`config.mk`:
```
export PLATFORM = sky130hd
export DESIGN_NAME = instr_prefetch_buf
export DESIGN_NICKNAME = d
export VERILOG_FILES = /design/src/rtl/pf_pkg.sv /design/src/rtl/pf_slot_fifo.sv /design/src/rtl/pf_issue_ctrl.sv /design/src/rtl/instr_prefetch_buf.sv
export SDC_FILE = /design/constraint.sdc
export NUM_CORES = 1
export LEC_CHECK = 0
export BUFFER_PORTS_ARGS = -buffer_cell sky130_fd_sc_hd__buf_2
export CORE_MARGIN = 2
export CORE_UTILIZATION = 58
export DETAILED_ROUTE_END_ITERATION = 12
export GPL_ROUTABILITY_DRIVEN = 0
export GPL_TIMING_DRIVEN = 0
export PLACE_DENSITY = 0.8
export SKIP_LAST_GASP = 1
export SLEW_MARGIN = 20
export SYNTH_ARGS = -nofsm -noshare
export SYNTH_HDL_FRONTEND = slang
export SYNTH_SLANG_ARGS = --single-unit
```
`constraint.sdc`:
```
create_clock -name clk -period 4.38 [get_ports clk]
set_input_delay 0.876 -clock clk [delete_from_list [all_inputs] [get_ports clk]]
set_output_delay 0.876 -clock clk [all_outputs]
set_load 0.02 [all_outputs]
```
`src/rtl/pf_pkg.sv`:
```
package pf_pkg;
   localparam int unsigned PF_INSN_W = 32;
   localparam int unsigned PF_ALIGN  = 2;
   localparam int unsigned PF_STEP   = 4;
endpackage

```
`src/rtl/pf_slot_fifo.sv`:
```
module pf_slot_fifo #(
   parameter int unsigned DEPTH      = 4,
   parameter int unsigned ADDR_W     = 32,
   parameter bit          STORE_ADDR = 1'b1
) (
   input  logic                         clk,
   input  logic                         rst,
   input  logic                         flush,
   input  logic                         push,
   input  logic [ADDR_W-1:0]            push_addr,
   input  logic [pf_pkg::PF_INSN_W-1:0] push_word,
   input  logic                         pop,
   output logic [ADDR_W-1:0]            head_addr,
   output logic [pf_pkg::PF_INSN_W-1:0] head_word,
   output logic [$clog2(DEPTH+1)-1:0]   count
);
   localparam int unsigned PTR_W = $clog2(DEPTH);
   localparam int unsigned CNT_W = $clog2(DEPTH + 1);
   localparam int unsigned W     = pf_pkg::PF_INSN_W;

   if (DEPTH < 2 || (DEPTH & (DEPTH - 1)) != 0) begin : g_bad_depth
      $error("pf_slot_fifo: DEPTH must be a power of two, at least 2");
   end

   logic [W-1:0]     word_q [DEPTH];
   logic [PTR_W-1:0] wr_ptr, rd_ptr;
   logic [CNT_W-1:0] cnt_q;

   always_ff @(posedge clk) begin
      if (rst || flush) begin
         wr_ptr <= '0;
         rd_ptr <= '0;
         cnt_q  <= '0;
      end else begin
         if (push) wr_ptr <= wr_ptr + PTR_W'(1);
         if (pop)  rd_ptr <= rd_ptr + PTR_W'(1);
         case ({push, pop})
            2'b10:   cnt_q <= cnt_q + CNT_W'(1);
            2'b01:   cnt_q <= cnt_q - CNT_W'(1);
            default: cnt_q <= cnt_q;
         endcase
      end
   end

   always_ff @(posedge clk) begin
      if (push) word_q[wr_ptr] <= push_word;
   end

   assign head_word = word_q[rd_ptr];
   assign count     = cnt_q;

   if (STORE_ADDR) begin : g_addr_slots
      logic [ADDR_W-1:0] addr_q [DEPTH];
      always_ff @(posedge clk) begin
         if (push) addr_q[wr_ptr] <= push_addr;
      end
      assign head_addr = addr_q[rd_ptr];
   end else begin : g_addr_counter
      logic [ADDR_W-1:0] head_q;
      always_ff @(posedge clk) begin
         if (rst) head_q <= '0;
         else if (cnt_q == '0 && push) head_q <= push_addr;
         else if (pop) head_q <= head_q + ADDR_W'(pf_pkg::PF_STEP);
      end
      assign head_addr = head_q;
   end

   assert_no_overflow_R3: assert property (@(posedge clk) disable iff (rst)
      (push && !pop) |-> (cnt_q != CNT_W'(DEPTH)));
   assert_no_underflow_R5: assert property (@(posedge clk) disable iff (rst)
      pop |-> (cnt_q != '0));
   assert_no_push_on_flush_R7: assert property (@(posedge clk) disable iff (rst)
      flush |-> !push);
endmodule

```
`src/rtl/pf_issue_ctrl.sv`:
```
module pf_issue_ctrl #(
   parameter int unsigned       DEPTH      = 4,
   parameter int unsigned       ADDR_W     = 32,
   parameter logic [ADDR_W-1:0] RESET_ADDR = '0
) (
   input  logic                       clk,
   input  logic                       rst,
   input  logic                       redirect,
   input  logic [ADDR_W-1:0]          redirect_addr,
   input  logic                       req_ready,
   input  logic                       rsp_valid,
   input  logic [$clog2(DEPTH+1)-1:0] stored,
   output logic                       req_valid,
   output logic [ADDR_W-1:0]          req_addr,
   output logic                       rsp_live,
   output logic [ADDR_W-1:0]          rsp_addr
);
   import pf_pkg::*;
   localparam int unsigned CNT_W = $clog2(DEPTH + 1);
   localparam int unsigned SUM_W = CNT_W + 2;

   if (RESET_ADDR[PF_ALIGN-1:0] != '0) begin : g_bad_reset
      $error("pf_issue_ctrl: RESET_ADDR must be word aligned");
   end

   logic [CNT_W-1:0]  live_q, drop_q;
   logic [ADDR_W-1:0] issue_q, expect_q, target;
   logic [SUM_W-1:0]  inflight;
   logic              fire, rsp_drop;

   assign target    = {redirect_addr[ADDR_W-1:PF_ALIGN], {PF_ALIGN{1'b0}}};
   assign inflight  = SUM_W'(live_q) + SUM_W'(drop_q) + SUM_W'(stored);
   assign req_valid = !redirect && (inflight < SUM_W'(DEPTH));
   assign req_addr  = issue_q;
   assign fire      = req_valid && req_ready;
   assign rsp_drop  = rsp_valid && (drop_q != '0);
   assign rsp_live  = rsp_valid && (drop_q == '0) && !redirect;
   assign rsp_addr  = expect_q;

   always_ff @(posedge clk) begin
      if (rst) begin
         issue_q  <= RESET_ADDR;
         expect_q <= RESET_ADDR;
         live_q   <= '0;
         drop_q   <= '0;
      end else if (redirect) begin
         issue_q  <= target;
         expect_q <= target;
         live_q   <= '0;
         drop_q   <= live_q + drop_q - CNT_W'(rsp_valid);
      end else begin
         if (fire)     issue_q  <= issue_q + ADDR_W'(PF_STEP);
         if (rsp_live) expect_q <= expect_q + ADDR_W'(PF_STEP);
         live_q <= live_q + CNT_W'(fire) - CNT_W'(rsp_live);
         if (rsp_drop) drop_q <= drop_q - CNT_W'(1);
      end
   end

   assert_credit_R3: assert property (@(posedge clk) disable iff (rst)
      inflight <= SUM_W'(DEPTH));
   assert_rsp_expected_R8: assert property (@(posedge clk) disable iff (rst)
      rsp_valid |-> ((live_q != '0) || (drop_q != '0)));
   assert_sequential_R2: assert property (@(posedge clk) disable iff (rst)
      fire |=> (req_addr == $past(req_addr) + ADDR_W'(PF_STEP)));
   assert_redirect_target_R7: assert property (@(posedge clk) disable iff (rst)
      redirect |=> (req_addr == $past(target)));
endmodule

```
`src/rtl/instr_prefetch_buf.sv`:
```
module instr_prefetch_buf #(
   parameter int unsigned       DEPTH      = 4,
   parameter int unsigned       ADDR_W     = 32,
   parameter bit                STORE_ADDR = 1'b1,
   parameter logic [ADDR_W-1:0] RESET_ADDR = 32'h0000_0100
) (
   input  logic              clk,
   input  logic              rst,
   input  logic              redirect,
   input  logic [ADDR_W-1:0] redirect_addr,
   input  logic              stall,
   output logic              imem_req_valid,
   input  logic              imem_req_ready,
   output logic [ADDR_W-1:0] imem_req_addr,
   input  logic              imem_rsp_valid,
   input  logic [31:0]       imem_rsp_data,
   output logic              fetch_valid,
   input  logic              fetch_ready,
   output logic [ADDR_W-1:0] fetch_addr,
   output logic [31:0]       fetch_word
);
   localparam int unsigned CNT_W = $clog2(DEPTH + 1);

   if (ADDR_W < pf_pkg::PF_ALIGN + 2) begin : g_bad_addr_w
      $error("instr_prefetch_buf: ADDR_W too small");
   end

   logic [CNT_W-1:0]  stored;
   logic [ADDR_W-1:0] head_addr, rsp_addr;
   logic [31:0]       head_word;
   logic              rsp_live, take, q_empty, push, pop;

   pf_issue_ctrl #(.DEPTH(DEPTH), .ADDR_W(ADDR_W), .RESET_ADDR(RESET_ADDR)) u_issue (
      .clk(clk), .rst(rst), .redirect(redirect), .redirect_addr(redirect_addr),
      .req_ready(imem_req_ready), .rsp_valid(imem_rsp_valid), .stored(stored),
      .req_valid(imem_req_valid), .req_addr(imem_req_addr),
      .rsp_live(rsp_live), .rsp_addr(rsp_addr)
   );

   assign q_empty     = (stored == '0);
   assign fetch_valid = !redirect && (!q_empty || rsp_live);
   assign fetch_addr  = q_empty ? rsp_addr : head_addr;
   assign fetch_word  = q_empty ? imem_rsp_data : head_word;
   assign take        = fetch_valid && fetch_ready && !stall;
   assign push        = rsp_live && !(q_empty && take);
   assign pop         = take && !q_empty;

   pf_slot_fifo #(.DEPTH(DEPTH), .ADDR_W(ADDR_W), .STORE_ADDR(STORE_ADDR)) u_slots (
      .clk(clk), .rst(rst), .flush(redirect), .push(push), .push_addr(rsp_addr),
      .push_word(imem_rsp_data), .pop(pop), .head_addr(head_addr),
      .head_word(head_word), .count(stored)
   );

   assert_hold_offer_R5: assert property (@(posedge clk) disable iff (rst)
      (fetch_valid && !(fetch_ready && !stall)) |=>
         (redirect || (fetch_valid && $stable(fetch_addr) && $stable(fetch_word))));
   assert_flush_quiet_R7: assert property (@(posedge clk) disable iff (rst)
      redirect |=> !fetch_valid);
   assert_addr_aligned_R2: assert property (@(posedge clk) disable iff (rst)
      fetch_valid |-> (fetch_addr[1:0] == 2'b00));
endmodule

```
==> results of run 1 <==
[layer usage]
layer  share of wire (%)  track usage [%]
met4                 2.1            6.962
met2                  48            40.12
met1                  42            34.77
met3                 7.9            3.818
met5                   0                0
[cell type report]
cell class | instances | area, sq um
inverter | 40 | 150.1
sequential | 323 | 8949
tap | 324 | 405.4
buffer | 51 | 216.5
timing repair buffer | 165 | 908.4
clock inverter | 13 | 91.34
clock buffer | 45 | 923.4
fill | 1699 | 7644
multi-input combinational | 538 | 4818
[power groups by stage]
stage / sequential, mW / combinational [mW] / clock [mW]
final: 3.49 / 0.709 / 2.64
after global placement: 3.55 / 0.678 / 0
after CTS: 3.49 / 0.706 / 2.67
after floorplan: 3.54 / 0.449 / 0
after detailed placement: 3.55 / 0.699 / 0
after global routing: 3.50 / 0.765 / 2.80
[how the worst min path moves through the flow]
stage / start / endpoint / slack [ps] / depth (start not counted)
after CTS: u_issue.req_addr[23] / u_issue.req_addr[23] / 500 / 1
after global routing: u_issue.req_addr[23] / u_issue.req_addr[23] / 520 / 1
after global placement: u_issue.req_addr[23] / u_issue.req_addr[23] / 490 / 1
final: u_issue.req_addr[23] / u_issue.req_addr[23] / 510 / 1
after floorplan: u_slots.count[2] / u_slots.count[2] / 480 / 2
after detailed placement: u_issue.req_addr[23] / u_issue.req_addr[23] / 490 / 1
[cells by family after synthesis]
family / count (synthesis) / synth area share (%)
AO/OA/AOI/OAI: 127 / 6.075
adder cells (fa/ha/maj): 23 / 2.252
buffers and inverters: 91 / 2.598
flip-flops: 323 / 63.42
multiplexers: 128 / 15.14
other: 1 / 0.02658
AND/OR/NAND/NOR: 216 / 8.007
XOR/XNOR: 40 / 2.483
[registers in the layout, summed over array words and instances (netlist names), named ones only]
register	cells
u_slots.g_addr_slots.addr_q	120
u_slots.rd_ptr	2
u_issue.req_addr	30
u_issue.live_q	3
u_slots.count	3
u_slots.wr_ptr	2
u_issue.rsp_addr	30
u_slots.word_q	128
u_issue.drop_q	3
[through the flow]
stage	setup WS (ps)	TNS (ps)	power, mW	hold slack [ps]	std cells
after CTS	144.4	0	6.866	497.1	1499
after global placement	-751.7	-181570	4.228	490.6	1437
after global routing	28.41	0	7.066	518.8	1499
final	219.8	0	6.839	510.2	1499
after floorplan	682.3	0	3.994	475.9	952
after detailed placement	179.4	0	4.250	485.8	1441
[cell usage in the layout, fill, tap and decap left out, types with 6 or more instances in the layout]
cell / n
nor3_1: 19
inv_1: 39
nor4_1: 15
buf_2: 163
or3_1: 9
o21ai_0: 18
a21oi_1: 33
a311oi_1: 12
mux2_2: 63
xnor2_1: 15
ha_1: 19
buf_1: 7
edfxtp_1: 248
clkinv_2: 6
nand4_1: 16
and3_1: 8
nand3_1: 23
a21boi_0: 11
clkbuf_16: 35
o31a_1: 8
nor2_1: 37
a211oi_1: 10
a31oi_1: 15
mux4_2: 62
nand2_1: 52
dfxtp_1: 75
and4_1: 6
clkbuf_1: 46
xor2_1: 25
[what timing repair did]
item,CTS,global route
gates resized for setup,0,1
buffers inserted,0,0
setup endpoints to repair,0,1
[critical path: cells and delay by family, from the launching register on]
kind                     cells  cell delay, ps
flip-flops                   1             330
XOR/XNOR                     3             470
buffers and inverters        3             620
AND/OR/NAND/NOR              3             770
adder cells (fa/ha/maj)      5            1470
AO/OA/AOI/OAI                1             360
==> reports/results.ini, run 1 <==
[floorplanning]
rows=57
coreArea_sq_mm=0.02411
die_h_um=160.0
start_util_pct=58.53
io_pins=169
die_w_um=160.0
die_area_sq_mm=0.02559

[sta]
grt_setup_unrepaired=false
slew_headroom_pct=32.77
slew_violations=0
fmax_ghz=0.2404
min_period_ps=4160
fin_skew_ps=17.31
finalCritPeriodShare_pct=94.98
worst_pin_slew_ps=1002
setup_viol=0
hold_viol=0

[cells_and_area]
antenna_cells=0
drive_above_1_share_pct=30.30
utilization_pct=68.29
design_area_sq_mm=0.01646
syn_to_final_growth_pct=16.67
fin_nets=1247

[worst_setup_path]
slowest_stage=or4_4
critPathKind=reg -> reg
path_cells=ha_1, fa_1, xor2_1, ha_1, or4_4, a211oi_4, nand2_2, inv_1, buf_2, ha_1, inv_1, fa_1, xnor2_1, xnor2_1, nor2_1
worst_ep_required_time_ps=4740
worstPathMaxFanout=10
cp_common_cell=ha_1
timing.rr.end=u_issue.live_q[2]
rr_worst_depth=15
critPathCaptureType=register
reg2reg_from=u_issue.drop_q[0]
startpoint=u_issue.drop_q[0]
cp-endpoint=u_issue.live_q[2]
worstSetupStartpointType=register
rrSetupSlack_ps=220
critPathMaxStageDelay_ps=510
worstPathArrival_ps=4520

[power_and_ir_drop]
p_leak_nw=5.766
powerDensity_mw_per_mm2=415.4
p_int_mw=5.219
pwr-share-clk_pct=38.6
p_seq_share_pct=51.0
p_switching_mw=1.620
p_comb_share_pct=10.4
swShare_pct=23.69
peakVddDrop_uv=194.5

[routing]
dr.first_iter.drc_count=696
num_vias=9067
drc_errors=0
ant_nets=0
vias_per_cell=6.049
drt_wl_total_mm=31.31
wl_per_cell_um=20.89
dr.pass1.iters=5

[yosys]
synthCells=949
synth_edf_count=248
yosysMostFrequentCell=edfxtp_1
synth.top_cells.by_count=edfxtp_1, dfxtp_1, mux2_2
yosysTopAreaCellShare_pct=52.78
synth_largest_area_cell=edfxtp_1
ys_warn_count=0
yosysUniqueCellTypes=59
async_reset_ff_share_pct=0
ys.flop_type=edfxtp_1
synth_area_per_cell_sq_um=14.87
synth_seq_area_share_pct=63.42
ys_seq_elements=323
synthTopCellsByArea=edfxtp_1, dfxtp_1, mux4_2
netlist_area_sq_mm=0.01411

[global_routing]
grt_pass1_vias=8827
grt_max_degree=43
grt_pass1_wl_mm=48.78
grt.overflow.total=0
antenna_found_initial=0
grt_usage_pct=24.53

[clocking]
cts_tree=built
postCtsHoldBufs=0
clock-sinks=323
clock_path_buffers=3
cts_root_buffer=clkbuf_16
cts_buffers=34
path_clk_slew_ps=60
htreeDepth=2
worst_skew_pair.late_latency_ps=500

[placed_design]
io_buffers=161
place_area_sq_mm=0.01544
hpwl_mm=20.86

[status]
status=complete, no violations

[job]
max_cap_violations=0

[worst_hold_path]
worst_hold_path_type=reg -> reg

No activity file was read; power rests on OpenSTA's default activity.
==> run 2, diff against run 1 <==
--- a/config.mk
+++ b/config.mk
@@ -6,12 +6,16 @@
 export NUM_CORES = 1
 export LEC_CHECK = 0
 export BUFFER_PORTS_ARGS = -buffer_cell sky130_fd_sc_hd__buf_2
+export CELL_PAD_IN_SITES_DETAIL_PLACEMENT = 0
+export CELL_PAD_IN_SITES_GLOBAL_PLACEMENT = 1
 export CORE_MARGIN = 2
-export CORE_UTILIZATION = 58
+export CORE_UTILIZATION = 49
 export DETAILED_ROUTE_END_ITERATION = 12
 export GPL_ROUTABILITY_DRIVEN = 0
 export GPL_TIMING_DRIVEN = 0
-export PLACE_DENSITY = 0.8
+export PLACE_DENSITY_LB_ADDON = 0.1
+export RECOVER_POWER = 25
+export REMOVE_ABC_BUFFERS = 1
 export SKIP_LAST_GASP = 1
 export SLEW_MARGIN = 20
 export SYNTH_ARGS = -nofsm -noshare
==> reports/results.ini, run 2 (synthesized netlist as in run 1, its figures left out) <==
[global_routing]
grt_pass1_vias=8663
grt_usage_pct=20.91
grt_pass1_wl_mm=49.24
antenna_found_initial=1
grt_max_degree=63
grt.overflow.total=0

[routing]
dr.pass1.iters=4
drt_wl_total_mm=31.21
wl_per_cell_um=20.45
ant_nets=0
dr.first_iter.drc_count=589
vias_per_cell=5.623
num_vias=8580
drc_errors=0

[clocking]
path_clk_slew_ps=60
cts_root_buffer=clkbuf_16
htreeDepth=2
cts_tree=built
postCtsSetupRepairBufs=0
cts_buffers=35
worst_skew_pair.late_latency_ps=520
clock-sinks=323
postCtsHoldBufs=0
clock_path_buffers=3

[power_and_ir_drop]
p_leak_nw=5.713
pwr-share-clk_pct=40.3
power_mw=6.981
p_switching_mw=1.664
peakVddDrop_uv=278.0
swShare_pct=23.84
powerDensity_mw_per_mm2=422.1
p_int_mw=5.316
p_comb_share_pct=9.7
p_seq_share_pct=49.9

[placed_design]
place_worst_setup_slack_ps=-60.40
hpwl_mm=20.40
dp.cells=1462
io_buffers=162

[floorplanning]
die_w_um=173.7
io_pins=169
coreArea_sq_mm=0.02855
start_util_pct=49.43
die_area_sq_mm=0.03017
rows=62
die_h_um=173.7

[cells_and_area]
final_common_cell=edfxtp_1
antenna_cells=0
fin_cells=1526
fin_nets=1209
largestRegisters=u_slots.word_q x128, u_slots.g_addr_slots.addr_q x120
final_cell_mix=edfxtp_1, buf_2, dfxtp_1
largest_register_ffs=128
drive_above_1_share_pct=30.21
syn_to_final_growth_pct=17.20
regMostFlops=u_slots.word_q

[worst_setup_path]
startpoint=u_issue.drop_q[0]
reg2reg_from=u_issue.drop_q[0]
worstPathMaxFanout=17
critPathKind=reg -> reg
worst_ep_required_time_ps=4770
critPathCaptureType=register
worstPathArrival_ps=4440
worstSetupStartpointType=register

[sta]
slew_headroom_pct=27.70
setup_tns_ps=0
worst_pin_slew_ps=1077
hold_viol=0
setup_viol=0
post-route-worst-setup-slack_ps=331.3
fin_skew_ps=14.21
min_period_ps=4049
grt_setup_unrepaired=false
slew_violations=0
fmax_ghz=0.2470
finalCritPeriodShare_pct=92.44

[status]
status=complete, no violations

[worst_hold_path]
worst_hold_path_type=reg -> reg
hp-start=u_issue.req_addr[23]

[job]
max_cap_violations=0

run 2: cell types whose count changed in the layout (fill, tap and decap cells not counted), sizes merged:
| cell | previous run | this run |
|---|---|---|
| clkinvlp | 1 | 2 |
| buf | 179 | 150 |
| bufinv | 1 | 2 |
| clkbuf | 82 | 70 |
| clkinv | 10 | 17 |
| inv | 41 | 40 |
run 2: area by class of cell:
class	count	area [sq um]
clock buffer	43	937.1
inverter	40	153.9
clock inverter	21	163.9
sequential	323	8956
multi-input combinational	538	4830
fill	2359	12010
timing repair buffer	177	1016
tap	384	480.5
run 2: worst max-delay path, cell delays in order, from the launching register on:
cell,delay (ps)
dfxtp_1,330
ha_1,230
fa_1,390
xor2_1,170
ha_1,280
or4_4,510
a211oi_4,330
nand2_2,310
clkinvlp_4,370
ha_1,200
inv_1,50
fa_1,390
xnor2_1,190
xnor2_1,130
nor2_1,50
run 2: routing by layer:
layer	wire (um)	track usage (%)	vias up
li1	-	-	4027
met1	13760	28.77	4316
met2	15190	34.35	196
met3	1678	4.430	39
met4	566	5.147	2
met5	13	0	-
run 2: worst paths after layout:
kind                          endpoint  slack [ps]  depth (start not counted)
setup / recovery     u_issue.live_q[2]         330                         14
hold / removal    u_issue.req_addr[23]         510                          1
setup reg to reg     u_issue.live_q[2]         330                         14
hold reg to reg   u_issue.req_addr[23]         510                          1
run 2: through the flow:
stage                     hold slack (ps)  cell area (sq um)  utilization, %
after floorplan                     475.9              13900               -
after global placement              497.5              15200           53.23
after detailed placement            497.7              15460           54.16
after CTS                           514.2              16570           58.03
after global routing                553.3              16540           57.93
final                               512.6              16540           57.93
run 2: power by group through the flow:
stage	combinational [mW]	clock [mW]	sequential (mW)
4_1_cts	0.694	2.88	3.48
2_1_floorplan	0.428	0	3.55
3_3_place_gp	0.678	0	3.55
5_1_grt	0.755	3.00	3.50
6_report	0.680	2.81	3.49
3_5_place_dp	0.688	0	3.55
run 2: what timing repair did:
action                     4_1_cts  5_1_grt
setup endpoints to repair        1        1
resized for setup                1        1
gates cloned                     0        0
